$ cat src/rtl/intc_agg_pkg.sv
package intc_agg_pkg;

    typedef enum logic [1:0] {
        PICK_NONE    = 2'd0,
        PICK_BLOCKED = 2'd1,
        PICK_FOUND   = 2'd2
    } pick_state_e;

    // Mask with the n lowest bits set.
    function automatic logic [31:0] low_ones(input int n);
        logic [31:0] m;
        m = '0;
        for (int k = 0; k < 32; k++) begin
            if (k < n) m[k] = 1'b1;
        end
        return m;
    endfunction

    // Vector address of a source index.
    function automatic logic [31:0] vec_of(input logic [31:0] base,
                                           input logic [31:0] step,
                                           input int idx);
        return base + step * idx;
    endfunction

endpackage

$ cat src/rtl/intc_src_track.sv
module intc_src_track #(
    parameter int IDX    = 1,
    parameter int MAX_EN = 3,
    parameter int REQ    = 1
) (
    input  logic              clk,
    input  logic              rst,
    input  logic              lvl_i,
    input  logic [MAX_EN-1:0] en_i,
    output logic              pend_o
);
    import intc_agg_pkg::*;

    localparam logic [31:0]       MASK32    = low_ones(REQ);
    localparam logic [MAX_EN-1:0] SLOT_MASK = MASK32[MAX_EN-1:0];

    logic              asrt_q;
    logic [MAX_EN-1:0] en_q;

    always_ff @(posedge clk) begin
        if (rst) begin
            asrt_q <= 1'b0;
            en_q   <= '0;
        end else begin
            if (lvl_i != asrt_q) asrt_q <= lvl_i;
            en_q <= en_i & SLOT_MASK;
        end
    end

    generate
        if (IDX == 0) begin : g_reserved
            assign pend_o = 1'b0;
        end else begin : g_live
            assign pend_o = asrt_q && ($countones(en_q) == REQ);
        end
    endgenerate

    // pending implies the recorded level is set
    p_pend_needs_level_r1: assert property (@(posedge clk) disable iff (rst)
        pend_o |-> asrt_q);

    // a held level keeps the recorded state
    p_level_hold_r9: assert property (@(posedge clk) disable iff (rst)
        (lvl_i == asrt_q) |=> $stable(asrt_q));

endmodule

$ cat src/rtl/intc_pend_count.sv
module intc_pend_count #(
    parameter int N_SRC = 8
) (
    input  logic             clk,
    input  logic             rst,
    input  logic [N_SRC-1:0] pend_i,
    output logic             irq_o
);
    localparam int CNT_W = $clog2(N_SRC + 1);

    logic [CNT_W-1:0] cnt_d;
    logic [CNT_W-1:0] cnt_q;
    logic             irq_q;

    always_comb begin
        cnt_d = '0;
        for (int k = 0; k < N_SRC; k++) begin
            cnt_d = cnt_d + CNT_W'(pend_i[k]);
        end
    end

    always_ff @(posedge clk) begin
        if (rst) begin
            cnt_q <= '0;
            irq_q <= 1'b0;
        end else begin
            cnt_q <= cnt_d;
            irq_q <= (cnt_d != '0);
        end
    end

    assign irq_o = irq_q;

    // the request rises only when the count leaves zero
    p_rise_from_zero_r4: assert property (@(posedge clk) disable iff (rst)
        $rose(irq_q) |-> ($past(cnt_q) == '0 && cnt_q != '0));

    // the count never covers the reserved source
    p_cnt_bound_r3: assert property (@(posedge clk) disable iff (rst)
        cnt_q <= CNT_W'(N_SRC - 1));

endmodule

$ cat src/rtl/intc_vec_pick.sv
module intc_vec_pick #(
    parameter int          N_SRC    = 8,
    parameter int          VEC_W    = 12,
    parameter int          IMASK_W  = 4,
    parameter logic [31:0] VEC_BASE = 32'h400,
    parameter logic [31:0] VEC_STEP = 32'h20
) (
    input  logic               clk,
    input  logic               rst,
    input  logic [N_SRC-1:0]   pend_i,
    input  logic [IMASK_W-1:0] imask_i,
    output logic               valid_o,
    output logic [VEC_W-1:0]   vec_o
);
    import intc_agg_pkg::*;

    localparam logic [IMASK_W-1:0] MASK_MAX = '1;

    pick_state_e      state;
    logic [VEC_W-1:0] sel_vec;

    always_comb begin
        state   = PICK_NONE;
        sel_vec = '0;
        for (int k = N_SRC - 1; k >= 1; k--) begin
            if (pend_i[k]) begin
                state   = PICK_FOUND;
                sel_vec = VEC_W'(vec_of(VEC_BASE, VEC_STEP, k));
            end
        end
        if (imask_i == MASK_MAX) begin
            state   = PICK_BLOCKED;
            sel_vec = '0;
        end
    end

    assign valid_o = (state == PICK_FOUND);
    assign vec_o   = valid_o ? sel_vec : '0;

    // maximum mask level empties the query
    p_mask_blocks_r5: assert property (@(posedge clk) disable iff (rst)
        (imask_i == MASK_MAX) |-> (!valid_o && vec_o == '0));

    // an empty query carries a zero vector
    p_zero_when_idle_r7: assert property (@(posedge clk) disable iff (rst)
        !valid_o |-> (vec_o == '0));

endmodule

$ cat src/rtl/intc_multi_en_agg.sv
module intc_multi_en_agg #(
    parameter int          N_SRC    = 8,
    parameter int          MAX_EN   = 3,
    parameter int          VEC_W    = 12,
    parameter int          IMASK_W  = 4,
    parameter logic [31:0] VEC_BASE = 32'h400,
    parameter logic [31:0] VEC_STEP = 32'h20,
    parameter logic [N_SRC*$clog2(MAX_EN+1)-1:0] EN_REQ = 16'hE79C
) (
    input  logic                    clk,
    input  logic                    rst,
    input  logic [N_SRC-1:0]        irq_lvl_i,
    input  logic [N_SRC*MAX_EN-1:0] en_bits_i,
    input  logic [IMASK_W-1:0]      imask_i,
    output logic                    irq_req_o,
    output logic                    vec_valid_o,
    output logic [VEC_W-1:0]        vec_o
);
    localparam int CW = $clog2(MAX_EN + 1);

    logic [N_SRC-1:0] pend_vec;

    generate
        for (genvar g = 0; g < N_SRC; g++) begin : g_src
            intc_src_track #(
                .IDX    (g),
                .MAX_EN (MAX_EN),
                .REQ    (int'(EN_REQ[g*CW +: CW]))
            ) u_track (
                .clk    (clk),
                .rst    (rst),
                .lvl_i  (irq_lvl_i[g]),
                .en_i   (en_bits_i[g*MAX_EN +: MAX_EN]),
                .pend_o (pend_vec[g])
            );
        end
    endgenerate

    intc_pend_count #(
        .N_SRC (N_SRC)
    ) u_count (
        .clk    (clk),
        .rst    (rst),
        .pend_i (pend_vec),
        .irq_o  (irq_req_o)
    );

    intc_vec_pick #(
        .N_SRC    (N_SRC),
        .VEC_W    (VEC_W),
        .IMASK_W  (IMASK_W),
        .VEC_BASE (VEC_BASE),
        .VEC_STEP (VEC_STEP)
    ) u_pick (
        .clk     (clk),
        .rst     (rst),
        .pend_i  (pend_vec),
        .imask_i (imask_i),
        .valid_o (vec_valid_o),
        .vec_o   (vec_o)
    );

    // reserved source never pending
    p_src0_idle_r3: assert property (@(posedge clk) disable iff (rst)
        !pend_vec[0]);

    // any pending source is followed by a raised request
    p_req_follows_r4: assert property (@(posedge clk) disable iff (rst)
        (pend_vec != '0) |=> irq_req_o);

    // outputs quiet during reset once the first edge has passed
    p_reset_quiet_r8: assert property (@(posedge clk)
        $past(rst) |-> !irq_req_o);

endmodule

$ cat config.mk
export PLATFORM = sky130hd
export DESIGN_NAME = intc_multi_en_agg
export DESIGN_NICKNAME = d
export VERILOG_FILES = /design/src/rtl/intc_agg_pkg.sv /design/src/rtl/intc_src_track.sv /design/src/rtl/intc_pend_count.sv /design/src/rtl/intc_vec_pick.sv /design/src/rtl/intc_multi_en_agg.sv
export SDC_FILE = /design/constraint.sdc
export NUM_CORES = 1
export LEC_CHECK = 0
export BUFFER_PORTS_ARGS = -buffer_cell sky130_fd_sc_hd__buf_2
export CAP_MARGIN = 20
export CORE_UTILIZATION = 46
export DETAILED_ROUTE_END_ITERATION = 8
export GPL_TIMING_DRIVEN = 0
export PLACE_DENSITY = 0.79
export SETUP_SLACK_MARGIN = 0.2
export SYNTH_ARGS = -nofsm -noshare
export SYNTH_HDL_FRONTEND = slang
export SYNTH_HIERARCHICAL = 1
export SYNTH_SLANG_ARGS = --single-unit
$ cat constraint.sdc
create_clock -name clk -period 7.02 [get_ports clk]
set_input_delay 0.702 -clock clk [delete_from_list [all_inputs] [get_ports clk]]
set_output_delay 0.702 -clock clk [all_outputs]
set_load 0.02 [all_outputs]
==> key figures, run 1 <==
Outcome
  • Status: finished clean

Logic synthesis
  • Cell Area, Synth: 0.00109 sq mm
  • Yosys warns: 6
  • Sequential area share after synthesis: 42.2%
  • Syn Inst Count: 106
  • FF+latch count, synth: 23
  • Post-synthesis cell type count: 20
  • Avg Synthesized Cell Area: 10.3 sq um

Clock tree
  • Cts-stage hold buffer count: 0
  • # H-tree levels: 1
  • Clk slew on worst S/H paths: 0.12 ns
  • CTS tree: done
  • Buffers inserted by post-CTS timing repair: 0
  • Worst-Skew Late Latency: 0.30 ns
  • Longest Clk Path Bufs: 2
  • CTS Root Cell: clkbuf_4
  • CTS buffer count: 3
  • Post_cts resized: 0
  • Clock sinks: 23

Layout
  • Final instance area: 0.00135 sq mm
  • Post-Layout Cell Count: between 150 and 200
  • # diodes: 0
  • Final net count: roughly 200
  • Fin util: 60.2%
  • Fraction of layout cells with a size suffix above 1: about 33%
  • Area growth syn-to-layout: 23.3%
  • Filler cell count: 210

STA
  • Clock skew: between 0.007 and 0.008 ns
  • Count of pins over their slew limit: 0
  • Period minus WS final: 3.84 ns
  • RSZ-0062 raised after global routing: false
  • Setup WS post-layout: 3.18 ns
  • WHS: 0.600 ns
  • Total Neg Setup Slack: 0 ns
  • Max Fclk: 260 MHz
  • Setup violations, final: 0
  • Final hold vios: 0
  • Tcrit/Tclk final: 54.7%

Worst hold path
  • Worst hold stages: 2
  • Hold Crit Class: input port to flop
  • Hold Path End: g_src[7].u_track/en_q[2]
  • Hold path start: en_bits_i[23]

Global route
  • Largest net degree at the start of global routing: 24
  • First-pass GRT wire length: ~2.7 mm
  • Global route overflow: 0
  • Vias in the first global route: 693
  • Antenna violations before repair: 0
  • GRT Util Overall: 14.8%

Pwr
  • LEAKAGE: 0.674 nW
  • Peak supply drop: 0.000156 V
  • Switching Fraction: 24.4%
  • Clock power share: 24.0%
  • Switching power: 57.9 uW
  • Seq pwr share: 59.1%
  • Logic gate share of total power: between 10% and 20%
  • Power Density: roughly 180 mW/mm^2
  • Power Internal: 179 uW
  • Total power: 237 uW

Floorplanning
  • Die area: 0.00257 sq mm
  • Die width: 50.7 um
  • Initial core utilization: between 40% and 50%
  • Row Count: 17
  • Chip height: between 50 and 60 um
  • Ports: 52
  • Core area: 0.00223 sq mm

Worst setup path
  • Worst R2R End: u_count/irq_o
  • Critical Path AT: 4.05 ns
  • Reg2reg start: g_src[1].u_track/en_q[0]
  • Startpoint Class: flop
  • Cells on worst reg2reg path: 12
  • Crit path required time: 7.23 ns
  • Crit path kind: flop to flop
  • FF-to-FF setup slack: 3.18 ns
  • CP Capture Type: flop
  • CP max FO: 4
  • Crit path from: g_src[1].u_track/en_q[0]

Placement
  • Placed Instances: 174
  • Placer Congestion: 0.812
  • DP Area: 0.00132 sq mm
  • Place WS: 3.16 ns
  • Port bufs: 33
  • Placed wire-length estimate: 1.42 mm

Detailed routing
  • Iter 0 DRT Violations: 6
  • DRC violations left: 0
  • WL/cell: 9.13 um
  • Final wirelength: 1.63 mm
  • First drt pass iteration count: 2
  • Avg Vias per Cell: approximately 4.3
  • ANT nets after route: 0
  • Via count: between 700 and 800

Run
  • Max_cap viols: 0
## power by group through the flow
stage / sequential [mW] / clock [mW] / combinational, mW
6_report: 0.140 / 0.0568 / 0.0402
3_5_place_dp: 0.143 / 0 / 0.0409
2_1_floorplan: 0.144 / 0 / 0.0255
3_3_place_gp: 0.143 / 0 / 0.0388
4_1_cts: 0.140 / 0.0587 / 0.0408
5_1_grt: 0.141 / 0.0658 / 0.0453
## sequential cells by signal, summed over array words and instances, names as in the netlist
name	count
g_src.u_track/en_q	15
u_count/irq_o	1
g_src.u_track/asrt_q	7
## synth_stat cells
master	n	area share [%]
nor2b_1	23	13
and3_1	5	2.9
inv_1	14	4.8
o21ai_1	1	0.46
fa_1	7	13
conb_1	2	0.69
and3b_1	1	0.80
ha_1	3	3.4
nor4_4	1	1.9
a211oi_1	3	2.1
o21ai_0	1	0.46
nor3_2	1	0.92
a21oi_1	4	1.8
and2_1	2	1.1
and4_1	1	0.80
nor3b_2	1	1.1
and4bb_1	1	1.1
buf_4	9	6.2
nor2_1	3	1.0
dfxtp_1	23	42
## layout make-up
class	instances	area, sq um	share of cell area (%)
clock inverter	1	5.00	0.372
sequential	23	460	34.2
timing repair buffer	33	165	12.3
buffer	9	67.6	5.02
multi-input combinational	67	537	39.9
clock buffer	3	22.5	1.67
inverter	14	52.6	3.91
tap	28	35.0	2.60
## critical path, cell delays in order, from the launching register on
cell      delay, ns
dfxtp_1        0.34
fa_1           0.52
and3_1         0.24
inv_1          0.08
fa_1           0.52
fa_1           0.43
fa_1           0.49
inv_1          0.04
ha_1           0.19
inv_1          0.07
fa_1           0.41
and4bb_1       0.22
a211oi_1       0.21
## layer usage
layer	wire length (um)	global-route usage [%]	share of wire, %	vias to the layer above
li1	-	-	-	401
met1	657	14.5	40	335
met2	857	28.7	53	32
met3	95	2.73	5.8	2
met4	16	8.33	0.98	0
met5	0	0	0	-
## kinds of logic (layout without fill, tap and decap cells)
family | Yosys count | count (layout) | share of synthesized area [%]
AOI/OAI and AO/OA | 9 | 9 | 4.82
DFF | 23 | 23 | 42.2
and+or+nand+nor | 39 | 39 | 25.0
buffers and inverters | 23 | 60 | 11.0
other | 2 | 9 | 0.688
adders and majority gates | 10 | 10 | 16.3
## cell usage in the layout, fill, tap and decap left out, types with 2 or more instances in the layout
master | Yosys | routed
a211oi_1 | 3 | 3
a21oi_1 | 4 | 4
and2_1 | 2 | 2
and3_1 | 5 | 5
buf_2 | 0 | 33
buf_4 | 9 | 9
clkbuf_4 | 0 | 3
conb_1 | 2 | 9
dfxtp_1 | 23 | 23
fa_1 | 7 | 7
ha_1 | 3 | 3
inv_1 | 14 | 14
nor2_1 | 3 | 3
nor2b_1 | 23 | 23
## worst max path at each step
stage	endpoint	slack [ns]	depth (start not counted)
2_1_floorplan	u_count/irq_o	3.38	12
3_3_place_gp	u_count/irq_o	3.26	12
3_5_place_dp	u_count/irq_o	3.16	12
4_1_cts	u_count/irq_o	3.13	12
5_1_grt	u_count/irq_o	2.94	12
6_report	u_count/irq_o	3.18	12
Note: power is estimated with default switching activity, not from simulation.
==> run 2: changes to the inputs <==
--- a/config.mk
+++ b/config.mk
@@ -7,10 +7,10 @@
 export LEC_CHECK = 0
 export BUFFER_PORTS_ARGS = -buffer_cell sky130_fd_sc_hd__buf_2
 export CAP_MARGIN = 20
-export CORE_UTILIZATION = 46
+export CORE_UTILIZATION = 45
 export DETAILED_ROUTE_END_ITERATION = 8
 export GPL_TIMING_DRIVEN = 0
-export PLACE_DENSITY = 0.79
+export PLACE_DENSITY = 0.78
 export SETUP_SLACK_MARGIN = 0.2
 export SYNTH_ARGS = -nofsm -noshare
 export SYNTH_HDL_FRONTEND = slang
==> constraint.sdc (replaced) <==
create_clock -name clk -period 3.7 [get_ports clk]
set_input_delay 0.37 -clock clk [delete_from_list [all_inputs] [get_ports clk]]
set_output_delay 0.37 -clock clk [all_outputs]
set_load 0.02 [all_outputs]
==> run 2 against run 1 <==
  * The run now ends with negative setup slack left
  * Power grew 90%
  * Core utilization grew 0.99 points
  * Sequential power grew 90%
  * Cell area grew 2.6%
  * Critical path depth is the same
  * Count of clock-buffer cells in the layout grew 1
  * Register-to-register slack lost 3.3 ns
  * Sequential share of layout area shrank 0.78 points
  * Maximum frequency grew 0.65%
  * Wire length grew 1.5%
  * Non-clock buffer count grew 3
==> key figures, run 2 (synthesized netlist as in run 1, its figures left out) <==
Outcome
  • Status: complete, but fails checks
  • Failing checks: negative setup slack

Worst hold path
  • Hold Crit Class: input port to flop
  • Hold Path End: g_src[6].u_track/asrt_q
  • Worst hold stages: 2
  • Hold path start: irq_lvl_i[6]

Global route
  • GRT Util Overall: 13.7%
  • Global route overflow: 0
  • Antenna violations before repair: 0
  • Largest net degree at the start of global routing: 24
  • First-pass GRT wire length: 2.67 mm
  • Vias in the first global route: approximately 720

STA
  • Period minus WS final: approximately 3.8 ns
  • Tcrit/Tclk final: 103%
  • Setup violations, final: 1
  • Max Fclk: 262 MHz
  • RSZ-0062 raised after global routing: true
  • Setup WS post-layout: -0.116 ns
  • Total Neg Setup Slack: -0.116 ns
  • Clock skew: approximately 0.0046 ns
  • Final hold vios: 0
  • Count of pins over their slew limit: 0

Worst setup path
  • CP max FO: 4
  • Worst R2R End: u_count/irq_o
  • CP Capture Type: flop
  • Startpoint Class: flop
  • Critical Path AT: 3.99 ns
  • Most frequent CP cell: fa_1
  • Reg2reg start: g_src[1].u_track/en_q[0]
  • Crit path required time: 3.88 ns
  • CP max-delay cell: fa_1
  • Cells on worst reg2reg path: 12
  • Worst Path Buf+Inv: 3
  • Cell family with most CP delay: adder cells
  • Crit path kind: flop to flop
  • Slowest Stage Delay on Critical Path: 0.57 ns
  • Worst path cell trace: fa_1 > and3_4 > inv_2 > fa_1 > fa_1 > fa_1 > inv_1 > ha_2 > inv_2 > fa_1 > a211oi_1 > a211oi_2
  • FF-to-FF setup slack: -0.12 ns

Layout
  • Most frequent cells in the layout: buf_2 (33), nor2b_1 (23), dfxtp_1 (22)
  • Max reg flops: 15
  • Fin util: ~60%
  • Final net count: 202
  • Top reg by flops: g_src.u_track/en_q
  • Filler cell count: 202
  • Area growth syn-to-layout: 26.5%
  • # diodes: 0
  • Fraction of layout cells with a size suffix above 1: 37.3%
  • Commonest non-fill, non-tap cell in the layout: buf_2

Detailed routing
  • ANT nets after route: 0
  • DRC violations left: 0
  • Final wirelength: 1.65 mm
  • First drt pass iteration count: 4
  • Avg Vias per Cell: 4.40
  • Via count: around 800
  • Iter 0 DRT Violations: 6
  • WL/cell: 9.12 um

Floorplanning
  • Die width: 51.2 um
  • Core area: 0.00225 sq mm
  • Row Count: 17
  • Ports: between 50 and 60
  • Initial core utilization: just under 50%
  • Chip height: 51.2 um
  • Die area: 0.00263 sq mm

Clock tree
  • # H-tree levels: 1
  • CTS Root Cell: clkbuf_4
  • Cts-stage hold buffer count: 0
  • Clk slew on worst S/H paths: 0.11 ns
  • Longest Clk Path Bufs: 2
  • CTS tree: done
  • Clock sinks: 23
  • CTS buffer count: 3
  • Worst-Skew Late Latency: 0.29 ns

Pwr
  • LEAKAGE: ~0.69 nW
  • Peak supply drop: ~0.00026 V
  • Power Density: 326 mW/mm^2

Run
  • Max_cap viols: 0

Placement
  • Port bufs: 33
  • Placer Congestion: 0.774
  • Placed wire-length estimate: 1.35 mm
run 2: worst max-delay path by stage:
stage / endpoint / cells past startpoint / slack, ns / startpoint
floorplan: u_count/irq_o / 12 / 0.09 / g_src[1].u_track/en_q[0]
global placement: u_count/irq_o / 12 / -0.007 / g_src[1].u_track/en_q[0]
detailed placement: u_count/irq_o / 12 / -0.06 / g_src[1].u_track/en_q[0]
CTS: u_count/irq_o / 12 / -0.09 / g_src[1].u_track/en_q[0]
global route: u_count/irq_o / 12 / -0.24 / g_src[1].u_track/en_q[0]
finish: u_count/irq_o / 12 / -0.12 / g_src[1].u_track/en_q[0]
run 2: power by group:
| group | switching [mW] | internal, mW | total (mW) |
|---|---|---|---|
| Sequential | 0.00417 | 0.262 | 0.266 |
| Clock | 0.0628 | 0.0419 | 0.105 |
| Combinational | 0.0393 | 0.0398 | 0.0791 |
| Total | 0.106 | 0.343 | 0.450 |
run 2: per-layer routing:
metal	share of wire [%]	routed length, um	GRT usage [%]	up-vias
met5	0	0	0	-
met4	0.61	10	6.76	0
met3	6.0	99	3.57	2
met2	52	854	24.3	30
met1	41	685	14.9	356
li1	-	-	-	408
run 2: per-stage QoR:
step	hold slack (ns)	instance area, sq um	std cells	setup slack, ns	total power [mW]
final	0.276	1380	181	-0.116	0.450
after floorplan	0.442	1120	113	0.0861	0.322
after global routing	0.260	1380	181	-0.236	0.482
after CTS	0.267	1350	178	-0.0868	0.454
after detailed placement	0.582	1320	174	-0.0649	0.349
after global placement	0.579	1320	174	-0.00713	0.346
run 2: worst register-to-register path, stage by stage, from the launching register on:
cell and delay (ns):
dfxtp_2 0.34, fa_1 0.53, and3_4 0.20, inv_2 0.04
fa_1 0.57, fa_1 0.45, fa_1 0.46, inv_1 0.07
ha_2 0.18, inv_2 0.04, fa_1 0.43, a211oi_1 0.30
a211oi_2 0.11
run 2: timing repair:
action                                  in CTS  in global routing
pin swaps                                    0                  8
setup buffers                                0                  3
resized for setup                            0                  5
endpoints found under the setup margin       1                  1
run 2: layout make-up:
cell class	instances	area, sq um	area share (%)
buffer	9	67.6	4.90
sequential	23	462	33.5
timing repair buffer	36	188	13.6
tap	28	35.0	2.54
inverter	14	52.6	3.81
multi-input combinational	67	549	39.8
clock buffer	4	26.3	1.90
